`config.mk`:
```
export PLATFORM = sky130hd
export DESIGN_NAME = slip_codec
export DESIGN_NICKNAME = d
export VERILOG_FILES = /design/src/rtl/slip_pkg.sv /design/src/rtl/slip_buf.sv /design/src/rtl/slip_rx.sv /design/src/rtl/slip_tx.sv /design/src/rtl/slip_codec.sv
export SDC_FILE = /design/constraint.sdc
export NUM_CORES = 2
export LEC_CHECK = 0
export BUFFER_PORTS_ARGS = -buffer_cell sky130_fd_sc_hd__buf_2
export CORE_UTILIZATION = 40
export CTS_BUF_LIST = sky130_fd_sc_hd__clkbuf_8
export DETAILED_ROUTE_END_ITERATION = 8
export SYNTH_ARGS = -nofsm -noshare
export SYNTH_HDL_FRONTEND = slang
export SYNTH_SLANG_ARGS = --single-unit
export TNS_END_PERCENT = 1
```
`constraint.sdc`:
```
create_clock -name clk -period 21.5 [get_ports clk]
set_input_delay 2.15 -clock clk [delete_from_list [all_inputs] [get_ports clk]]
set_output_delay 2.15 -clock clk [all_outputs]
set_load 0.05 [all_outputs]
```
`src/rtl/slip_pkg.sv`:
```
// Shared constants and state types for the SLIP framer/deframer.
// Assumes 8-bit characters; the four special byte values are fixed by the framing.
package slip_pkg;
    localparam logic [7:0] DELIM_B    = 8'hC0;
    localparam logic [7:0] ESCAPE_B   = 8'hDB;
    localparam logic [7:0] ESC_DELIM  = 8'hDC;
    localparam logic [7:0] ESC_ESCAPE = 8'hDD;

    typedef enum logic [1:0] {RX_HUNT, RX_BODY, RX_ESC} rx_state_t;
    typedef enum logic [2:0] {TX_IDLE, TX_OPEN, TX_READ, TX_DATA, TX_ESC2, TX_CLOSE} tx_state_t;
endpackage

```
`src/rtl/slip_buf.sv`:
```
// Packet buffer: synchronous single-port array, one access per cycle.
// Assumes the caller never needs a read and a write in the same cycle.
module slip_buf #(
    parameter int AW = 8
) (
    input  logic          clk,
    input  logic          we,
    input  logic [AW-1:0] addr,
    input  logic [7:0]    wdata,
    output logic [7:0]    rdata
);
    localparam int DEPTH = 1 << AW;

    logic [7:0] mem [DEPTH];

    // Write on enable, otherwise register the addressed word.
    always_ff @(posedge clk) begin
        if (we) mem[addr] <= wdata;
        else    rdata     <= mem[addr];
    end
endmodule

```
`src/rtl/slip_rx.sv`:
```
// Deframer: hunts for a delimiter, removes escaping, writes payload bytes
// sequentially from address 0 and reports the length on a one-cycle done.
// Overflow or an idle gap drops the packet with length 0.
// Assumes in_ready is supplied by the top and only gates acceptance.
module slip_rx #(
    parameter int LEN_W  = 8,
    parameter int IDLE_W = 16
) (
    input  logic             clk,
    input  logic             rst_n,
    input  logic             in_valid,
    input  logic             in_ready,
    input  logic [7:0]       in_data,
    output logic             wr_en,
    output logic [LEN_W-1:0] wr_addr,
    output logic [7:0]       wr_data,
    output logic             done,
    output logic [LEN_W-1:0] len,
    output logic             hunting
);
    import slip_pkg::*;

    localparam logic [LEN_W-1:0]  CNT_MAX  = {LEN_W{1'b1}};
    localparam logic [IDLE_W-1:0] IDLE_MAX = {IDLE_W{1'b1}};
    localparam logic [LEN_W-1:0]  CNT_ONE  = 1;
    localparam logic [IDLE_W-1:0] IDLE_ONE = 1;

    rx_state_t         st;
    logic [LEN_W-1:0]  cnt;
    logic [IDLE_W-1:0] idle;
    logic              accept, store, overflow, timeout;

    // Decode the accepted byte into a store request and the abort conditions.
    always_comb begin
        accept   = in_valid && in_ready;
        store    = accept && ((st == RX_ESC) ||
                   (st == RX_BODY && in_data != DELIM_B && in_data != ESCAPE_B));
        overflow = store && (cnt == CNT_MAX);
        timeout  = (st != RX_HUNT) && !accept && (idle == IDLE_MAX);
        wr_en    = store && !overflow;
        wr_addr  = cnt;
        if (st == RX_ESC) wr_data = (in_data == ESC_ESCAPE) ? ESCAPE_B : DELIM_B;
        else              wr_data = in_data;
        hunting  = (st == RX_HUNT);
    end

    // Packet state, byte count, idle counter and done/length reporting.
    always_ff @(posedge clk) begin
        if (!rst_n) begin
            st   <= RX_HUNT;
            cnt  <= '0;
            idle <= '0;
            done <= 1'b0;
            len  <= '0;
        end else begin
            done <= 1'b0;
            case (st)
                RX_HUNT: begin
                    if (accept && in_data == DELIM_B) begin
                        st   <= RX_BODY;
                        cnt  <= '0;
                        idle <= '0;
                    end
                end
                RX_BODY, RX_ESC: begin
                    if (timeout || overflow) begin
                        done <= 1'b1;
                        len  <= '0;
                        st   <= RX_HUNT;
                    end else if (accept) begin
                        idle <= '0;
                        if (st == RX_BODY && in_data == DELIM_B) begin
                            done <= 1'b1;
                            len  <= cnt;
                            st   <= RX_HUNT;
                        end else if (st == RX_BODY && in_data == ESCAPE_B) begin
                            st <= RX_ESC;
                        end else begin
                            cnt <= cnt + CNT_ONE;
                            st  <= RX_BODY;
                        end
                    end else begin
                        idle <= idle + IDLE_ONE;
                    end
                end
                default: st <= RX_HUNT;
            endcase
        end
    end
endmodule

```
`src/rtl/slip_tx.sv`:
```
// Framer: sends a delimiter, the buffer bytes 0..n-1 with escape substitution,
// then a closing delimiter. Reads the buffer one cycle ahead of each byte.
// Assumes go is only raised when the framer is idle.
module slip_tx #(
    parameter int LEN_W = 8
) (
    input  logic             clk,
    input  logic             rst_n,
    input  logic             go,
    input  logic [LEN_W-1:0] n_bytes,
    input  logic [7:0]       rd_data,
    output logic [LEN_W-1:0] rd_addr,
    output logic             out_valid,
    input  logic             out_ready,
    output logic [7:0]       out_data,
    output logic             busy
);
    import slip_pkg::*;

    localparam logic [LEN_W-1:0] IDX_ONE = 1;

    tx_state_t        st;
    logic [LEN_W-1:0] idx, n_q;
    logic             hs, special, last;

    // Output byte selection and handshake decode.
    always_comb begin
        special   = (rd_data == DELIM_B) || (rd_data == ESCAPE_B);
        last      = ((idx + IDX_ONE) == n_q);
        out_valid = (st == TX_OPEN) || (st == TX_DATA) || (st == TX_ESC2) || (st == TX_CLOSE);
        hs        = out_valid && out_ready;
        busy      = (st != TX_IDLE);
        rd_addr   = idx;
        case (st)
            TX_DATA:  out_data = special ? ESCAPE_B : rd_data;
            TX_ESC2:  out_data = (rd_data == DELIM_B) ? ESC_DELIM : ESC_ESCAPE;
            default:  out_data = DELIM_B;
        endcase
    end

    // Frame sequencer: open, read/send each byte, close.
    always_ff @(posedge clk) begin
        if (!rst_n) begin
            st  <= TX_IDLE;
            idx <= '0;
            n_q <= '0;
        end else begin
            case (st)
                TX_IDLE: if (go) begin
                    n_q <= n_bytes;
                    idx <= '0;
                    st  <= TX_OPEN;
                end
                TX_OPEN:  if (hs) st <= (n_q == '0) ? TX_CLOSE : TX_READ;
                TX_READ:  st <= TX_DATA;
                TX_DATA, TX_ESC2: if (hs) begin
                    if (st == TX_DATA && special) begin
                        st <= TX_ESC2;
                    end else if (last) begin
                        st <= TX_CLOSE;
                    end else begin
                        idx <= idx + IDX_ONE;
                        st  <= TX_READ;
                    end
                end
                TX_CLOSE: if (hs) st <= TX_IDLE;
                default:  st <= TX_IDLE;
            endcase
        end
    end
endmodule

```
`src/rtl/slip_codec.sv`:
```
// Top: SLIP deframer and framer sharing one single-port packet buffer.
// The receive side owns the buffer unless a transmit frame is in progress;
// a transmit start is taken only while no received packet is open.
module slip_codec #(
    parameter int LEN_W  = 8,
    parameter int IDLE_W = 16
) (
    input  logic             clk,
    input  logic             rst_n,
    input  logic             rx_valid,
    output logic             rx_ready,
    input  logic [7:0]       rx_data,
    output logic             rx_done,
    output logic [LEN_W-1:0] rx_len,
    input  logic             tx_start,
    input  logic [LEN_W-1:0] tx_len,
    output logic             tx_busy,
    output logic             tx_valid,
    input  logic             tx_ready,
    output logic [7:0]       tx_data
);
    logic             rx_hunting, wr_en, tx_go;
    logic [LEN_W-1:0] wr_addr, rd_addr, buf_addr;
    logic [7:0]       wr_data, rd_data;

    // Buffer ownership and start qualification.
    always_comb begin
        tx_go    = tx_start && !tx_busy && rx_hunting;
        rx_ready = !tx_busy && !tx_go;
        buf_addr = tx_busy ? rd_addr : wr_addr;
    end

    slip_rx #(.LEN_W(LEN_W), .IDLE_W(IDLE_W)) u_rx (
        .clk(clk), .rst_n(rst_n),
        .in_valid(rx_valid), .in_ready(rx_ready), .in_data(rx_data),
        .wr_en(wr_en), .wr_addr(wr_addr), .wr_data(wr_data),
        .done(rx_done), .len(rx_len), .hunting(rx_hunting)
    );

    slip_buf #(.AW(LEN_W)) u_buf (
        .clk(clk), .we(wr_en), .addr(buf_addr), .wdata(wr_data), .rdata(rd_data)
    );

    slip_tx #(.LEN_W(LEN_W)) u_tx (
        .clk(clk), .rst_n(rst_n), .go(tx_go), .n_bytes(tx_len),
        .rd_data(rd_data), .rd_addr(rd_addr),
        .out_valid(tx_valid), .out_ready(tx_ready), .out_data(tx_data),
        .busy(tx_busy)
    );
endmodule

```
## After elaboration in Yosys (flattened, before gate mapping)

Memory sizes are Yosys's and may differ from the RTL's. A register that Yosys moved wholly into a read port is not among the register bits.
Cells that the tools add are included.

| storage, ports and cells | value |
|---|---|
| register bits | 54 |
| bits in latches | 0 |
| RAM bits | 2,048 |
| bits in read-only memories | 0 |
| input bits | 21 |
| output and inout port bits | 20 |
| word-level logic and storage cells | 130 |
| memories kept | 1 |

Memories:

| memory | depth | bits a word | rd ports | clocked after memory_dff | wr ports | RTL line | text |
|---|---|---|---|---|---|---|---|
| u_buf.mem | 256 | 8 | 1 | 1 | 1 | slip_buf.sv:14 | `logic [7:0] mem [DEPTH];` |

| cells by class | value |
|---|---|
| add/subtract/negate cells | 3 |
| multipliers | 0 |
| div/mod/pow operators | 0 |
| magnitude comparators | 0 |
| equal/unequal tests | 29 |
| shifts and indexed selects | 0 |
| mux-type cells | 43 |
| bitwise gates (word level) | 0 |
| reductions and logical operators | 46 |

Operators by type and width:

| cell | number |
|---|---|
| $mux 8 | 15 |
| $eq 8x8->1 const B | 6 |
| $mux 16 | 3 |
| $pmux 8 s2 | 3 |
| $pmux 16 s2 | 1 |
| $mux 3 | 7 |
| $add 16x1->16 const B | 1 |
| $add 8x1->8 const B | 2 |
| $eq 16x16->1 const B | 1 |
| $logic_and 1x1->1 | 16 |
| $ne 8x8->1 const B | 2 |
| $pmux 3 s5 | 1 |
| $ne 2x2->1 const B | 6 |
| $mux 2 | 5 |
| $ne 2x1->1 const B | 5 |
| $reduce_bool 2->1 | 5 |
| $eq 8x8->1 | 1 |
| $logic_not 8->1 | 1 |
| $eq 3x2->1 const B | 2 |
| $eq 3x3->1 const B | 2 |
| $logic_or 1x1->1 | 6 |
| $mux 1 | 6 |
| $reduce_and 2->1 | 3 |
| $reduce_and 3->1 | 2 |
| other kinds (14) | 19 |

## Longest topological paths before layout

| depth | value |
|---|---|
| depth in word-level cells | 13 |
| gate-level depth with buffers | 14 |

## Hierarchy

From an unflattened synthesis, not the netlist that was laid out.

| second synthesis, totals | value |
|---|---|
| cell total of the unflattened synthesis | 4,031 |
| area total of the unflattened synthesis | 82,265.1 um2 |

By module, submodules not included:

| module | times used | cells an instance | area each (um2) | sequential area each (um2) |
|---|---|---|---|---|
| slip_buf | 1 | 3,545 | 78,534.1 | 61,739.2 |
| slip_rx | 1 | 288 | 2,217.1 | 700.7 |
| slip_tx | 1 | 187 | 1,367.6 | 380.4 |
| slip_codec | 1 | 11 | 146.4 | 0.0 |

## Worst setup path before layout

Ideal clock, no wire load.

| path | value |
|---|---|
| path kind | input to register |
| start | in rx_data[4] |
| end | mem u_buf.mem[0][4] (data pin) |
| library setup time | 2,188 ps |
| arrival time | 12,111 ps |
| required time | 19,312 ps |
| path slack | 7,201 ps |
| cell stages on the path | 2 |
| cells stage by stage | inv_1 -> o21ai_0 |

| between the ends | value |
|---|---|
| cells in the longest elaborated chain, start to end | 3 |

Ends and longest elaborated chain:

| what | RTL line | text |
|---|---|---|
| start, declared | slip_codec.sv:12 | `input logic [7:0] rx_data,` |
| $eq 8x8->1 | slip_rx.sv:42 | `if (st == RX_ESC) wr_data = (in_data == ESC_ESCAPE) ? ESCAPE_B : DELIM_B;` |
| $mux 5 | slip_rx.sv:42 |  |
| $mux 8 (*) | slip_rx.sv:42 |  |
| via u_buf.wdata[4] | slip_buf.sv:9 | `input logic [7:0] wdata,` |
| end, declared | slip_buf.sv:14 |  |

The timed path passes the listed nets; every way through them passes the cells marked *.

## Worst setup path in the final report

| path | value |
|---|---|
| start | reg u_tx.st[0] |
| end | reg u_buf.rdata[6] (read register of u_buf.mem) (data pin) |

| between the ends | value |
|---|---|
| cells in the longest elaborated chain, start to end | 12 |
| elaborated cells between the ends (all ways) | 13 |
| those cells by class | mux: 1; reduce/logical: 12 |

Ends and longest elaborated chain:

| what | RTL line | text |
|---|---|---|
| start, declared | slip_tx.sv:22 | `tx_state_t st;` |
| start signal, assigned | slip_tx.sv:54 | `TX_OPEN: if (hs) st <= (n_q == '0) ? TX_CLOSE : TX_READ;` |
| $reduce_bool 3->1 (*) | slip_tx.sv:32 | `busy = (st != TX_IDLE);` |
| $logic_not 1->1 | slip_codec.sv:28, slip_codec.sv:29 |  |
| $logic_and 1x1->1 (2 in a row) | slip_codec.sv:28 | `tx_go = tx_start && !tx_busy && rx_hunting;` |
| $logic_not 1->1 | slip_codec.sv:29 | `rx_ready = !tx_busy && !tx_go;` |
| $logic_and 1x1->1 | slip_codec.sv:29 |  |
| $logic_and 1x1->1 | slip_rx.sv:35 | `accept = in_valid && in_ready;` |
| $logic_and 1x1->1 | slip_rx.sv:36 | `store = accept && ((st == RX_ESC) \|\|` |
| $logic_and 1x1->1 | slip_rx.sv:38 | `overflow = store && (cnt == CNT_MAX);` |
| $logic_not 1->1 | slip_rx.sv:40 | `wr_en = store && !overflow;` |
| $logic_and 1x1->1 | slip_rx.sv:40 |  |
| $logic_not 1->1 (no source line) | n/a |  |
| end, declared | slip_buf.sv:10 | `output logic [7:0] rdata` |

Mark *: on every way between the ends. The rest lies on a longest branch, timed or not.
A chain may end at the register's enable or synchronous reset.

==> metrics <==
Logic pwr share=0.046; WHS=0.480 ns; leakage power total=30.2 nW; register-to-register setup slack=15.36 ns; Top FF cell, synth=edfxtp_1; vias in the first global route=roughly 50000; Worst-path clk slew=0.06 ns; Warnings, synthesis=0; Syn Nets=5962; HPWL Detailed=138 mm; Flop pwr share=0.564; crit path from=u_tx.st[0]; Max Fanout on Critical Path=85; fin util=0.445; Residual DRC=0; achievable frequency=163 MHz; Initial Util=0.403; Max-Cap Viols=0; worst r2r dst=u_buf.rdata[6]; CTS HTree Levels=5; Final #Nets=a little over 6000; Worst slew margin=0.139; first-iteration detailed-routing DRC count=6878; Total GRT Usage=0.220; Switching Fraction=0.233; CTS root buffer=clkbuf_8; post-synthesis sequential area ratio=0.742; Slew @ Worst Pin=1.29 ns; syn avg cell area=14.3 um2; PD cells=86.4 mW/mm2; top-level port count=41; post-CTS sizing=0; Post-CTS Hold Buffers=0; Core Footprint=0.210 mm2; Pre-Repair DR Iteration Count=8; status=finished, final reports clean; Avg WL per Cell=between 20 and 30 um; fin crit period=about 6.1 ns; CTS Buf Count=351; worst setup path end=u_buf.rdata[6]; global-route wire length before repair=roughly 350 mm; Mapped Cells=5934; NetSw=1.88 mW; initial antenna violation count=7; routed vias=52600; worst ir drop on vdd=~0.00007 V; Buffers on Ports=40; cell row count=approximately 170; Area Growth Syn to Fin=10.4%; crit path capture type=register; CP Launch Type=register; r2r worst-path depth=9; RSZ-0062 raised after global routing=no; DRT antenna net count=0; postcts setup bufs=0; Post-synth ARST share=0; worst min-delay path class=register to register; Pint=6.20 mW; skew final=0.0795 ns; Yosys cell types=80; Worst EP arrival=6.92 ns; Worst Setup Path Type=register to register; Worst Path Required=around 22 ns; Final Hold Violating Endpoints=0; Synth Register Bits=2110; clock tree from TritonCTS=built; Post-Synthesis Cell Area=~0.085 mm2; Die Y-Extent=about 460 um; final WL=239 mm; clk sinks=2110; clock power share=0.390; clock latency on the worst-skew pair=1.07 ns; setup TNS=0 ns; final period utilization=0.286; CTS max path bufs=4; Post-synth EDFFs=between 2000 and 2500; grt ovf=0; vias per cell=5.82; die width=462 um; largest net degree at the start of global routing=174; layout cell share with drive strength beyond 1=0.115; Final setup viols=0; Die Area=0.214 mm2; fin. max-slew vios=0; GP Congestion=0.851; r2r startpoint=u_tx.st[0]
-- logic make-up (layout without fill, tap and decap cells) --
| logic type | count (synthesis) | after routing | synth area share |
|---|---|---|---|
| DFF | 2110 | 2110 | 0.742 |
| adders and majority gates | 7 | 7 | 0.00103 |
| and+or+nand+nor | 2157 | 2157 | 0.112 |
| muxes | 231 | 231 | 0.0355 |
| AOI/OAI and AO/OA | 970 | 970 | 0.0836 |
| xor gates and xnor gates | 22 | 22 | 0.00228 |
| buffers and inverters | 437 | 737 | 0.0239 |
| other | 0 | 1 | 0 |
-- state kept, by name (all words and copies together) (netlist names) --
name and count:
u_tx.n_q 8, u_rx.idle 16, u_rx.len 8, u_buf.rdata 8, u_tx.rd_addr 8, u_rx.done 1, u_tx.st 3, u_buf.mem 2048
u_rx.wr_addr 8, u_rx.st 2
-- area by class of cell --
| class | instances | area, um2 |
|---|---|---|
| Fill cell | 18600 | 116000 |
| Sequential cell | 2110 | 62800 |
| Clock buffer | 362 | 4980 |
| Clock inverter | 219 | 982 |
| Antenna cell | 1 | 2.50 |
| Timing Repair Buffer | 142 | 1070 |
| Multi-Input combinational cell | 3387 | 20100 |
| Tap cell | 2805 | 3510 |
| Inverter | 14 | 52.6 |
-- power by group through the flow --
stage               sequential (mW)  combinational [mW]  clock (mW)
finish                         4.56               0.372        3.15
global route                   4.55               0.396        3.36
CTS                            4.55               0.370        3.19
detailed placement             4.64               0.370           0
global placement               4.64               0.365           0
floorplan                      4.65               0.227           0
-- metrics by stage --
stage                     std cells  power [mW]  setup slack [ns]  instance area [um2]
final                          9040        8.08             15.36                93500
after global routing           9040        8.31             15.15                93500
after CTS                      9039        8.12             15.45                93500
after detailed placement       8458        5.01             15.53                87600
after global placement         8458        5.01             15.58                87600
after floorplan                5934        4.87              7.20                84700
-- metal layers --
layer  vias to the layer above  routed length [um]  track usage
li1                      22900                   -            -
met1                     26600              101000        0.316
met2                      2789              110000        0.337
met3                       364               22400       0.0417
met4                         0                6320       0.0681
met5                         -                   0            0
-- synthesized netlist by cell type (39+ instances only) --
library cell  instances  area share
mux4_2               52       0.014
a32oi_1              61      0.0063
buf_2               176       0.010
a31oi_1             170       0.013
clkbuf_1            187      0.0083
a22oi_1             127       0.011
o2111ai_1            39      0.0040
mux2i_1             141       0.017
o21ai_0              93      0.0055
edfxtp_1           2056        0.73
nand3_1             343       0.020
and3_1              164       0.012
a311oi_1             44      0.0046
nand4_1              85      0.0063
nand2_1            1149       0.051
dfxtp_1              54       0.013
nor2_1              325       0.014
a21oi_1             122      0.0072
a211oi_1            109      0.0097
-- cell usage in the layout (no fill, tap or decap), types with 40 or more instances in the layout --
| cell | instances |
|---|---|
| nand3_1 | 343 |
| o21ai_0 | 89 |
| and3_1 | 164 |
| nand4_1 | 85 |
| a21oi_1 | 122 |
| a311oi_1 | 44 |
| mux2i_1 | 139 |
| a211oi_1 | 109 |
| a31oi_1 | 168 |
| mux4_2 | 52 |
| edfxtp_1 | 2056 |
| clkbuf_8 | 362 |
| buf_2 | 40 |
| nand2_1 | 1143 |
| dfxtp_1 | 54 |
| a22oi_1 | 127 |
| inv_1 | 137 |
| nor2_1 | 316 |
| buf_4 | 94 |
| a32oi_1 | 61 |
| clkinv_1 | 64 |
-- critical path, stage by stage (launching register included) --
cell and delay, ns:
dfxtp_1 1.03, or4b_1 0.41, and2_4 0.74, buf_4 0.71
buf_4 0.84, a31oi_1 0.26, a22oi_1 0.49, nand4_1 0.32
a222oi_1 0.74, nand3_1 0.16
-- how the worst min path moves through the flow --
stage	depth (start not counted)	slack (ns)	from	endpoint
after global routing	1	0.50	u_rx.len[7]	u_rx.len[7]
after CTS	1	0.48	u_rx.len[1]	u_rx.len[1]
after floorplan	2	0.47	u_tx.n_q[6]	u_tx.n_q[6]
after global placement	1	0.46	u_rx.len[6]	u_rx.len[6]
after detailed placement	1	0.47	u_rx.len[1]	u_rx.len[1]
final	1	0.48	u_rx.len[2]	u_rx.len[2]
(Power assumes the default switching activity.)
